`config.mk`:
```
export PLATFORM = sky130hd
export DESIGN_NAME = hdr_classifier
export DESIGN_NICKNAME = d
export VERILOG_FILES = /design/src/rtl/hdr_classifier.sv
export SDC_FILE = /design/constraint.sdc
export NUM_CORES = 2
export LEC_CHECK = 0
export BUFFER_PORTS_ARGS = -buffer_cell sky130_fd_sc_hd__buf_2
export CAP_MARGIN = 5
export CELL_PAD_IN_SITES_DETAIL_PLACEMENT = 1
export CELL_PAD_IN_SITES_GLOBAL_PLACEMENT = 1
export CORE_ASPECT_RATIO = 1.25
export CORE_UTILIZATION = 30
export CTS_BUF_LIST = sky130_fd_sc_hd__clkbuf_4
export CTS_CLUSTER_DIAMETER = 120
export CTS_CLUSTER_SIZE = 16
export DETAILED_ROUTE_END_ITERATION = 6
export HOLD_SLACK_MARGIN = 0.05
export PLACE_DENSITY = 0.55
export SETUP_SLACK_MARGIN = 0.4
export SLEW_MARGIN = 20
export SYNTH_ARGS = -nofsm -noshare
export SYNTH_HDL_FRONTEND = slang
export SYNTH_SLANG_ARGS = --single-unit
```
`constraint.sdc`:
```
create_clock -name clk -period 8.75 [get_ports clk]
set_clock_uncertainty 0.1 [all_clocks]
set_input_delay 0.4375 -clock clk [delete_from_list [all_inputs] [get_ports clk]]
set_output_delay 0.4375 -clock clk [all_outputs]
set_load 0.05 [all_outputs]
```
`src/rtl/hdr_classifier.sv`:
```
module hdr_classifier #(
  parameter int HDR_W      = 128,
  parameter int KEY_W      = 32,
  parameter int KEY_LSB    = 0,
  parameter int FLD_W      = 16,
  parameter int TCAM_N     = 16,
  parameter int PROG_D     = 64,
  parameter int STEP_LIMIT = 32,
  parameter int RES_W      = 16,
  parameter logic [RES_W-1:0] DROP_RES = '0,
  localparam int TIDX_W = $clog2(TCAM_N),
  localparam int PC_W   = $clog2(PROG_D),
  localparam int NFLD   = HDR_W / FLD_W,
  localparam int FSEL_W = $clog2(NFLD),
  localparam int INS_W  = 2 + FSEL_W + 2 * FLD_W
) (
  input  logic              clk,
  input  logic              rst_n,
  input  logic              hdr_valid,
  output logic              hdr_ready,
  input  logic [HDR_W-1:0]  hdr_data,
  input  logic              tw_en,
  input  logic [TIDX_W-1:0] tw_idx,
  input  logic              tw_valid,
  input  logic [KEY_W-1:0]  tw_value,
  input  logic [KEY_W-1:0]  tw_mask,
  input  logic [PC_W-1:0]   tw_addr,
  input  logic              pw_en,
  input  logic [PC_W-1:0]   pw_addr,
  input  logic [INS_W-1:0]  pw_data,
  output logic              res_valid,
  input  logic              res_ready,
  output logic [RES_W-1:0]  res_data
);

  localparam int STEP_W = $clog2(STEP_LIMIT + 1);
  localparam logic [1:0] OP_BAD = 2'b00;
  localparam logic [1:0] OP_CMP = 2'b01;
  localparam logic [1:0] OP_BOF = 2'b10;
  localparam logic [1:0] OP_EXE = 2'b11;

  typedef enum logic [1:0] {S_IDLE, S_MATCH, S_RUN, S_OUT} state_t;

  state_t             state;
  logic [HDR_W-1:0]   hdr_q;
  logic [PC_W-1:0]    pc;
  logic [STEP_W-1:0]  steps;
  logic               flag;
  logic [RES_W-1:0]   res_q;

  logic               ent_vld [TCAM_N];
  logic [KEY_W-1:0]   ent_val [TCAM_N];
  logic [KEY_W-1:0]   ent_msk [TCAM_N];
  logic [PC_W-1:0]    ent_adr [TCAM_N];
  logic [INS_W-1:0]   prog    [PROG_D];

  logic [TCAM_N-1:0]  hit;
  logic [KEY_W-1:0]   key;
  logic               any_hit;
  logic [PC_W-1:0]    hit_adr;

  assign key = hdr_q[KEY_LSB +: KEY_W];

  for (genvar i = 0; i < TCAM_N; i++) begin : g_ent
    assign hit[i] = ent_vld[i] && (((key ^ ent_val[i]) & ent_msk[i]) == '0);

    always_ff @(posedge clk) begin
      if (!rst_n) begin
        ent_vld[i] <= 1'b0;
        ent_val[i] <= '0;
        ent_msk[i] <= '0;
        ent_adr[i] <= '0;
      end else if (tw_en && tw_idx == TIDX_W'(i)) begin
        ent_vld[i] <= tw_valid;
        ent_val[i] <= tw_value;
        ent_msk[i] <= tw_mask;
        ent_adr[i] <= tw_addr;
      end
    end
  end

  always_comb begin
    hit_adr = '0;
    for (int i = TCAM_N - 1; i >= 0; i--)
      if (hit[i]) hit_adr = ent_adr[i];
  end
  assign any_hit = |hit;

  always_ff @(posedge clk)
    if (pw_en) prog[pw_addr] <= pw_data;

  logic [INS_W-1:0]  ins;
  logic [1:0]        op;
  logic [FSEL_W-1:0] fsel;
  logic [FLD_W-1:0]  cmask, imm, field;
  logic              cmp_ok;
  logic [PC_W-1:0]   pc_next;
  logic              budget_out;

  assign ins    = prog[pc];
  assign op     = ins[INS_W-1 -: 2];
  assign fsel   = ins[2*FLD_W +: FSEL_W];
  assign cmask  = ins[FLD_W +: FLD_W];
  assign imm    = ins[0 +: FLD_W];
  assign field  = hdr_q[fsel*FLD_W +: FLD_W];
  assign cmp_ok = ((field ^ imm) & cmask) == '0;
  assign pc_next = (pc == PC_W'(PROG_D - 1)) ? '0 : pc + 1'b1;
  assign budget_out = (steps == STEP_W'(STEP_LIMIT));

  always_ff @(posedge clk) begin
    if (!rst_n) begin
      state <= S_IDLE;
      hdr_q <= '0;
      pc    <= '0;
      steps <= '0;
      flag  <= 1'b1;
      res_q <= '0;
    end else begin
      case (state)
        S_IDLE:
          if (hdr_valid) begin
            hdr_q <= hdr_data;
            state <= S_MATCH;
          end
        S_MATCH: begin
          pc    <= hit_adr;
          steps <= '0;
          flag  <= 1'b1;
          if (any_hit) state <= S_RUN;
          else begin
            res_q <= DROP_RES;
            state <= S_OUT;
          end
        end
        S_RUN:
          if (budget_out) begin
            res_q <= DROP_RES;
            state <= S_OUT;
          end else begin
            steps <= steps + 1'b1;
            case (op)
              OP_CMP: begin
                flag <= cmp_ok;
                pc   <= pc_next;
              end
              OP_BOF: pc <= flag ? pc_next : imm[PC_W-1:0];
              OP_EXE: begin
                res_q <= imm[RES_W-1:0];
                state <= S_OUT;
              end
              OP_BAD: begin
                res_q <= DROP_RES;
                state <= S_OUT;
              end
              default: ;
            endcase
          end
        S_OUT:
          if (res_ready) state <= S_IDLE;
        default: state <= S_IDLE;
      endcase
    end
  end

  assign hdr_ready = (state == S_IDLE);
  assign res_valid = (state == S_OUT);
  assign res_data  = res_q;

endmodule

```
**Yosys cells after proc, flatten, opt, wreduce, memory -nomap -nowiden**

Memories as Yosys holds them, arrays and structs flattened. A register that Yosys moved wholly into a read port is not among the register bits.
Index checks and enable logic that the tools add are counted.

- Flip-flop bits (word level): 159
- Memory bits (writable): 3,504
- Input bits: 252
- Output and inout port bits: 18
- Word-level logic and storage cells: 357
- Memories: 5

Memories:

| name | words | bits a word | read ports | clocked after memory_dff | write ports | line | text |
|---|---|---|---|---|---|---|---|
| prog | 64 | 37 | 1 | 1 | 1 | 55 | `logic [INS_W-1:0] prog [PROG_D];` |
| ent_msk | 16 | 32 | 16 | 0 | 16 | 53 | `logic [KEY_W-1:0] ent_msk [TCAM_N];` |
| ent_val | 16 | 32 | 16 | 0 | 16 | 52 | `logic [KEY_W-1:0] ent_val [TCAM_N];` |
| ent_adr | 16 | 6 | 16 | 0 | 16 | 54 | `logic [PC_W-1:0] ent_adr [TCAM_N];` |
| ent_vld | 16 | 1 | 16 | 0 | 16 | 51 | `logic ent_vld [TCAM_N];` |

- Add/sub/neg operators: 2
- Eq/ne operators: 31
- Shift-type cells: 1
- Multiplexer cells: 153
- Bitwise logic cells: 98
- Reductions and logical operators: 61

Operators by type and width:

| operator | number |
|---|---|
| $mux 32 | 32 |
| $and 32x32->32 | 16 |
| $logic_not 32->1 | 16 |
| $xor 32x32->32 | 16 |
| $mux 6 | 38 |
| $shiftx 128x8->16 | 1 |
| $mux 1 | 70 |
| $or 1x1->1 | 64 |
| $pmux 16 s2 | 2 |
| $pmux 6 s2 | 3 |
| $eq 4x4->1 const B | 8 |
| $logic_and 1x1->1 | 32 |
| $mux 16 | 2 |
| $and 16x16->16 | 1 |
| $eq 4x3->1 const B | 4 |
| $logic_not 16->1 | 1 |
| $reduce_or 16->1 | 1 |
| $xor 16x16->16 | 1 |
| $add 6x1->6 const B | 2 |
| $eq 6x6->1 const B | 2 |
| $reduce_and 3->1 | 4 |
| $eq 2x2->1 const B | 4 |
| $eq 4x2->1 const B | 2 |
| $mux 2 | 4 |
| other kinds (14) | 20 |

**Logic depth before layout (Yosys ltp)**

An unclocked memory read counts as a cell.

- Depth in word-level cells: 24
- Depth in mapped cells: 22
- Mapped depth without buffers: 14

**Worst setup path after synthesis**

No wires, ideal clock.

- Path kind: input-to-reg
- From: in tw_idx[2]
- To: mem ent_adr[0][10] (netlist name) (enable)
- Setup time: 0.598 ns
- Arrival: 5.965 ns
- Required time: 8.052 ns
- Path slack: 2.087 ns
- Cell stages on the path: 2
- Buffers on the path: 0
- Path through: or3b_2 > o21ai_0

RTL lines:

| item | line | text |
|---|---|---|
| start: declaration | 23 | `input logic [TIDX_W-1:0] tw_idx,` |
| end: declaration | 54 |  |

==> reports/metrics.sh <==
FINAL.SETUP.TNS_NS=0
CRITICAL_PATH.STARTPOINT_TYPE='flip-flop'
NUMPORTBUFFERS=269
MAPPED_CELL_AREA_UM2=149000
STATUS='complete, but fails checks'
SYNTH.YOSYS.WARNINGS=0
ANTENNA_VIOLATING_NETS_REMAINING=1
DPL_WORST_SLACK_NS=3.05
DRT_DRC_VIOLATIONS_LEFT=0
DRT_WL_TOTAL_MM=552
DETAIL_ROUTE.ITER0.VIOLATIONS=9549
POSTSYNTHAREAPERCELL_UM2=18.4
COREAREA_UM2=493000
ASYNCSETRESETFLOPFRACSYNTH_PCT=0
CRIT_PATH_MAX_FANOUT=31
WORST_PATH_LARGEST_CELL_DELAY_NS=0.68
MAXCLOCKFREQUENCY_GHz=0.164
FIN_CRIT_NS=6.10
CP_CELL_SEQUENCE='buf_4 -> inv_2 -> mux4_2 -> mux2_2 -> nand2_1 -> o21a_1 -> ha_1 -> nand3_1 -> o221ai_1 -> dlygate4sd3_1 -> nor3_1 -> dlygate4sd3_1 -> a21oi_1 -> dlygate4sd3_1'
FIRST_GLOBAL_VIAS=85600
CLK_PIN_SLEW_NS=0.18
CRITICALPATHCATEGORY='reg2reg'
TIMING.CRITICAL_PATH.SLOWEST_STAGE_CELL='sky130_fd_sc_hd__buf_4'
CLKLATENCYLATEPIN_NS=1.58
DOMINANTREGCELLSYNTH='sky130_fd_sc_hd__edfxtp_1'
GRT_SETUP_UNREPAIRED='no'
CTS.PATH.MAX_BUFFERS=4
SYNTH-EDFF-COUNT=3503
GLOBALROUTE.TOTALOVERFLOW=0
GRT_MAX_DEGREE=144
CLOCK_TREE.ROOT_CELL='sky130_fd_sc_hd__clkbuf_4'
DIE_AREA_UM2=498000
SLEW_VIOL_FINAL=0
SYNTH_SEQ_AREA_SHARE_PCT=73.0
HTREE_LEVELS=5
DP_HPWL_MM=305
WORSTHOLDPATHTYPE='in2reg'
MAX_SLEW_HEADROOM_PCT=18.0
HOLD_VIOLATIONS=0
FINAL.PERIOD_UTILIZATION_PCT=69.7
CRIT_TOP_CELL='sky130_fd_sc_hd__dlygate4sd3_1'
CHIPHEIGHT_UM=789
PIN_COUNT=270
FINAL_NET_COUNT=9286
ROWS=288
VIOLATIONS='antenna rules'
GRT.TOTAL_USAGE_PCT=21.6
SYNTH_CELL_TYPES=69
TIMING.FINAL.SETUP_VIOLATIONS=0
TOTAL_SETUP_BUFFERS_INSERTED_AFTER_CTS=0
CP_DATA_ARRIVAL_TIME_NS=7.40
POWERDENSITY_nW_PER_UM2=205
MAXCAPVIOLATIONS=0
FP.DIEW_UM=632
RR_ENDPOINT='state[0]$_SDFFE_PN0P_'
TRITONCTS.NUM_BUFFERS=268
TIGHTESTPINTRANSITION_NS=1.23
INITIAL_UTILIZATION_PCT=30.2
POST_ROUTE_CELLS_DRIVE_ABOVE_1_SHARE_PCT=19.6
ANTENNA_FOUND_INITIAL=142
PLACE_CONGESTION=0.800
CTSRESIZECOUNT=0
VIASPERCELL=5.31
WL_PER_CELL_UM=35.0
LEAKAGE_nW=54.4
CRIT_PATH_END_KIND='flip-flop'
VIA_COUNT=83600
YOSYS_REGISTER_BITS=3669
TIMING.REG2REG.WORST_PATH_DEPTH=14
VDD_IR_DROP_MAX_V=0.000180
CLOCK_SINKS=3669
LAYOUT_COMMON_CELLS='sky130_fd_sc_hd__edfxtp_1, sky130_fd_sc_hd__and2_1, sky130_fd_sc_hd__mux4_2'
SETUP_WS_NS=2.65
TRITONCTS='built'
GLOBAL_ROUTE_WIRE_LENGTH_BEFORE_REPAIR_MM=737
SYNTHTOLAYOUTAREAGROWTH_PCT=13.4
CP_DATA_REQUIRED_TIME_NS=10.05
DETAILEDROUTE.FIRSTPASSITERATIONCOUNT=6
RRSETUPSLACK_NS=2.65
SYNTH.NET_COUNT=8360
ENDPOINT='state[0]$_SDFFE_PN0P_'
POST_SYNTH_INST_COUNT=8097
LAYOUT.CELLS.MOST_COMMON='sky130_fd_sc_hd__edfxtp_1'
==> cell type report <==
cell class	count	area, um2
antenna	109	273
clock buffer	347	2610
clock inverter	20	150
fill	49500	324000
inverter	38	143
multi-input combinational	3882	38400
sequential	3669	109000
tap	6525	8160
timing repair buffer	1164	10200
==> layer usage <==
metal	track usage [%]	vias up	part of all wire, %
li1	-	33200	-
met1	26.3	46000	38
met3	3.34	911	6.7
met4	8.78	36	4.4
met5	0	-	0.046
met2	38.3	3471	51
==> registers in the layout, summed over array words and instances (netlist names), named ones only <==
| signal | count |
|---|---|
| prog | 2368 |
| ent_msk | 512 |
| ent_val | 512 |
| hdr_q | 128 |
| ent_adr | 96 |
| ent_vld | 16 |
| res_data | 16 |
| pc | 6 |
| steps | 6 |
| state | 2 |
| flag | 1 |
==> cells by family (layout without fill, tap and decap cells) <==
kind of cell             Yosys count  count (layout)  share of synthesized area [%]
AO/OA/AOI/OAI                    608             608                           3.05
XOR/XNOR                         535             535                           3.15
adder cells (fa/ha/maj)           11              11                         0.0926
buffers and inverters            546            1569                           1.70
flip-flops                      3669            3669                           73.0
multiplexers                     878             878                           12.1
other                              0             109                              0
AND/OR/NAND/NOR                 1850            1850                           6.94
==> critical path, delay by kind of cell (launching register included) <==
family / cells / cell delay, ns
AOI/OAI and AO/OA: 3 / 0.53
and+or+nand+nor: 3 / 0.40
DFF: 1 / 0.61
adders and majority gates: 1 / 0.29
muxes: 2 / 0.95
buffers and inverters: 5 / 3.03
==> per-stage QoR <==
stage	util, %	hold WS (ns)	instances	total power, mW	instance area, um2
finish	34.2	0.199	15800	34.5	169000
global route	34.2	0.0767	15700	35.6	168000
CTS	34.1	0.0506	15600	34.8	168000
detailed placement	32.1	0.371	14600	27.1	158000
global placement	32.1	0.357	14600	27.0	158000
floorplan	-	0.343	8097	24.5	149000
==> synth_stat cells, types with 10 or more instances <==
| cell | n | area [um2] |
|---|---|---|
| sky130_fd_sc_hd__ha_1 | 11 | 138 |
| sky130_fd_sc_hd__a211oi_1 | 11 | 82.6 |
| sky130_fd_sc_hd__or3b_2 | 10 | 87.6 |
| sky130_fd_sc_hd__mux4_2 | 730 | 16400 |
| sky130_fd_sc_hd__buf_4 | 24 | 180 |
| sky130_fd_sc_hd__xnor2_1 | 10 | 87.6 |
| sky130_fd_sc_hd__a22oi_1 | 179 | 1340 |
| sky130_fd_sc_hd__and2_1 | 1145 | 7160 |
| sky130_fd_sc_hd__nand4_1 | 65 | 407 |
| sky130_fd_sc_hd__and3_1 | 19 | 119 |
| sky130_fd_sc_hd__mux2i_1 | 128 | 1280 |
| sky130_fd_sc_hd__a21boi_0 | 143 | 1070 |
| sky130_fd_sc_hd__a21oi_1 | 35 | 175 |
| sky130_fd_sc_hd__buf_6 | 22 | 248 |
| sky130_fd_sc_hd__nand3_1 | 28 | 140 |
| sky130_fd_sc_hd__clkbuf_1 | 279 | 1050 |
| sky130_fd_sc_hd__edfxtp_1 | 3503 | 105000 |
| sky130_fd_sc_hd__nor2_1 | 116 | 435 |
| sky130_fd_sc_hd__mux2_2 | 20 | 225 |
| sky130_fd_sc_hd__nor2b_1 | 10 | 62.6 |
| sky130_fd_sc_hd__o21ai_0 | 74 | 370 |
| sky130_fd_sc_hd__nor3_1 | 31 | 155 |
| sky130_fd_sc_hd__buf_2 | 155 | 776 |
| sky130_fd_sc_hd__a221oi_1 | 40 | 350 |
| sky130_fd_sc_hd__buf_1 | 26 | 97.6 |
| sky130_fd_sc_hd__a22o_1 | 50 | 438 |
| sky130_fd_sc_hd__a222oi_1 | 16 | 160 |
| sky130_fd_sc_hd__xor2_1 | 525 | 4600 |
| sky130_fd_sc_hd__inv_1 | 38 | 143 |
| sky130_fd_sc_hd__dfxtp_1 | 166 | 3320 |
| sky130_fd_sc_hd__nand2_1 | 381 | 1430 |
==> worst min-delay path by stage <==
stage                                        from                            end  slack [ns]  cells past startpoint
after global placement     hdr_q[75]$_SDFFE_PN0P_         hdr_q[75]$_SDFFE_PN0P_        0.36                      2
after global routing                 tw_value[19]   ent_val[1][51]$_SDFFCE_PN0P_        0.08                      3
after detailed placement   hdr_q[40]$_SDFFE_PN0P_         hdr_q[40]$_SDFFE_PN0P_        0.37                      2
after floorplan           hdr_q[100]$_SDFFE_PN0P_        hdr_q[100]$_SDFFE_PN0P_        0.34                      2
after CTS                             tw_mask[24]  ent_msk[1][184]$_SDFFCE_PN0P_        0.05                      3
final                                 pw_data[29]         prog[60][29]$_DFFE_PP_        0.20                      2
==> power breakdown <==
part / internal [mW] / switching [mW]
logic: 2.85 / 4.12
clock network: 1.86 / 5.53
registers: 19.7 / 0.452
==> repair_timing <==
item / 4_1_cts / 5_1_grt
endpoints found under the hold margin: 5260 / 369
hold buffers: 680 / 7
setup endpoints to repair: 0 / 0
No activity file was read; power rests on OpenSTA's default activity.
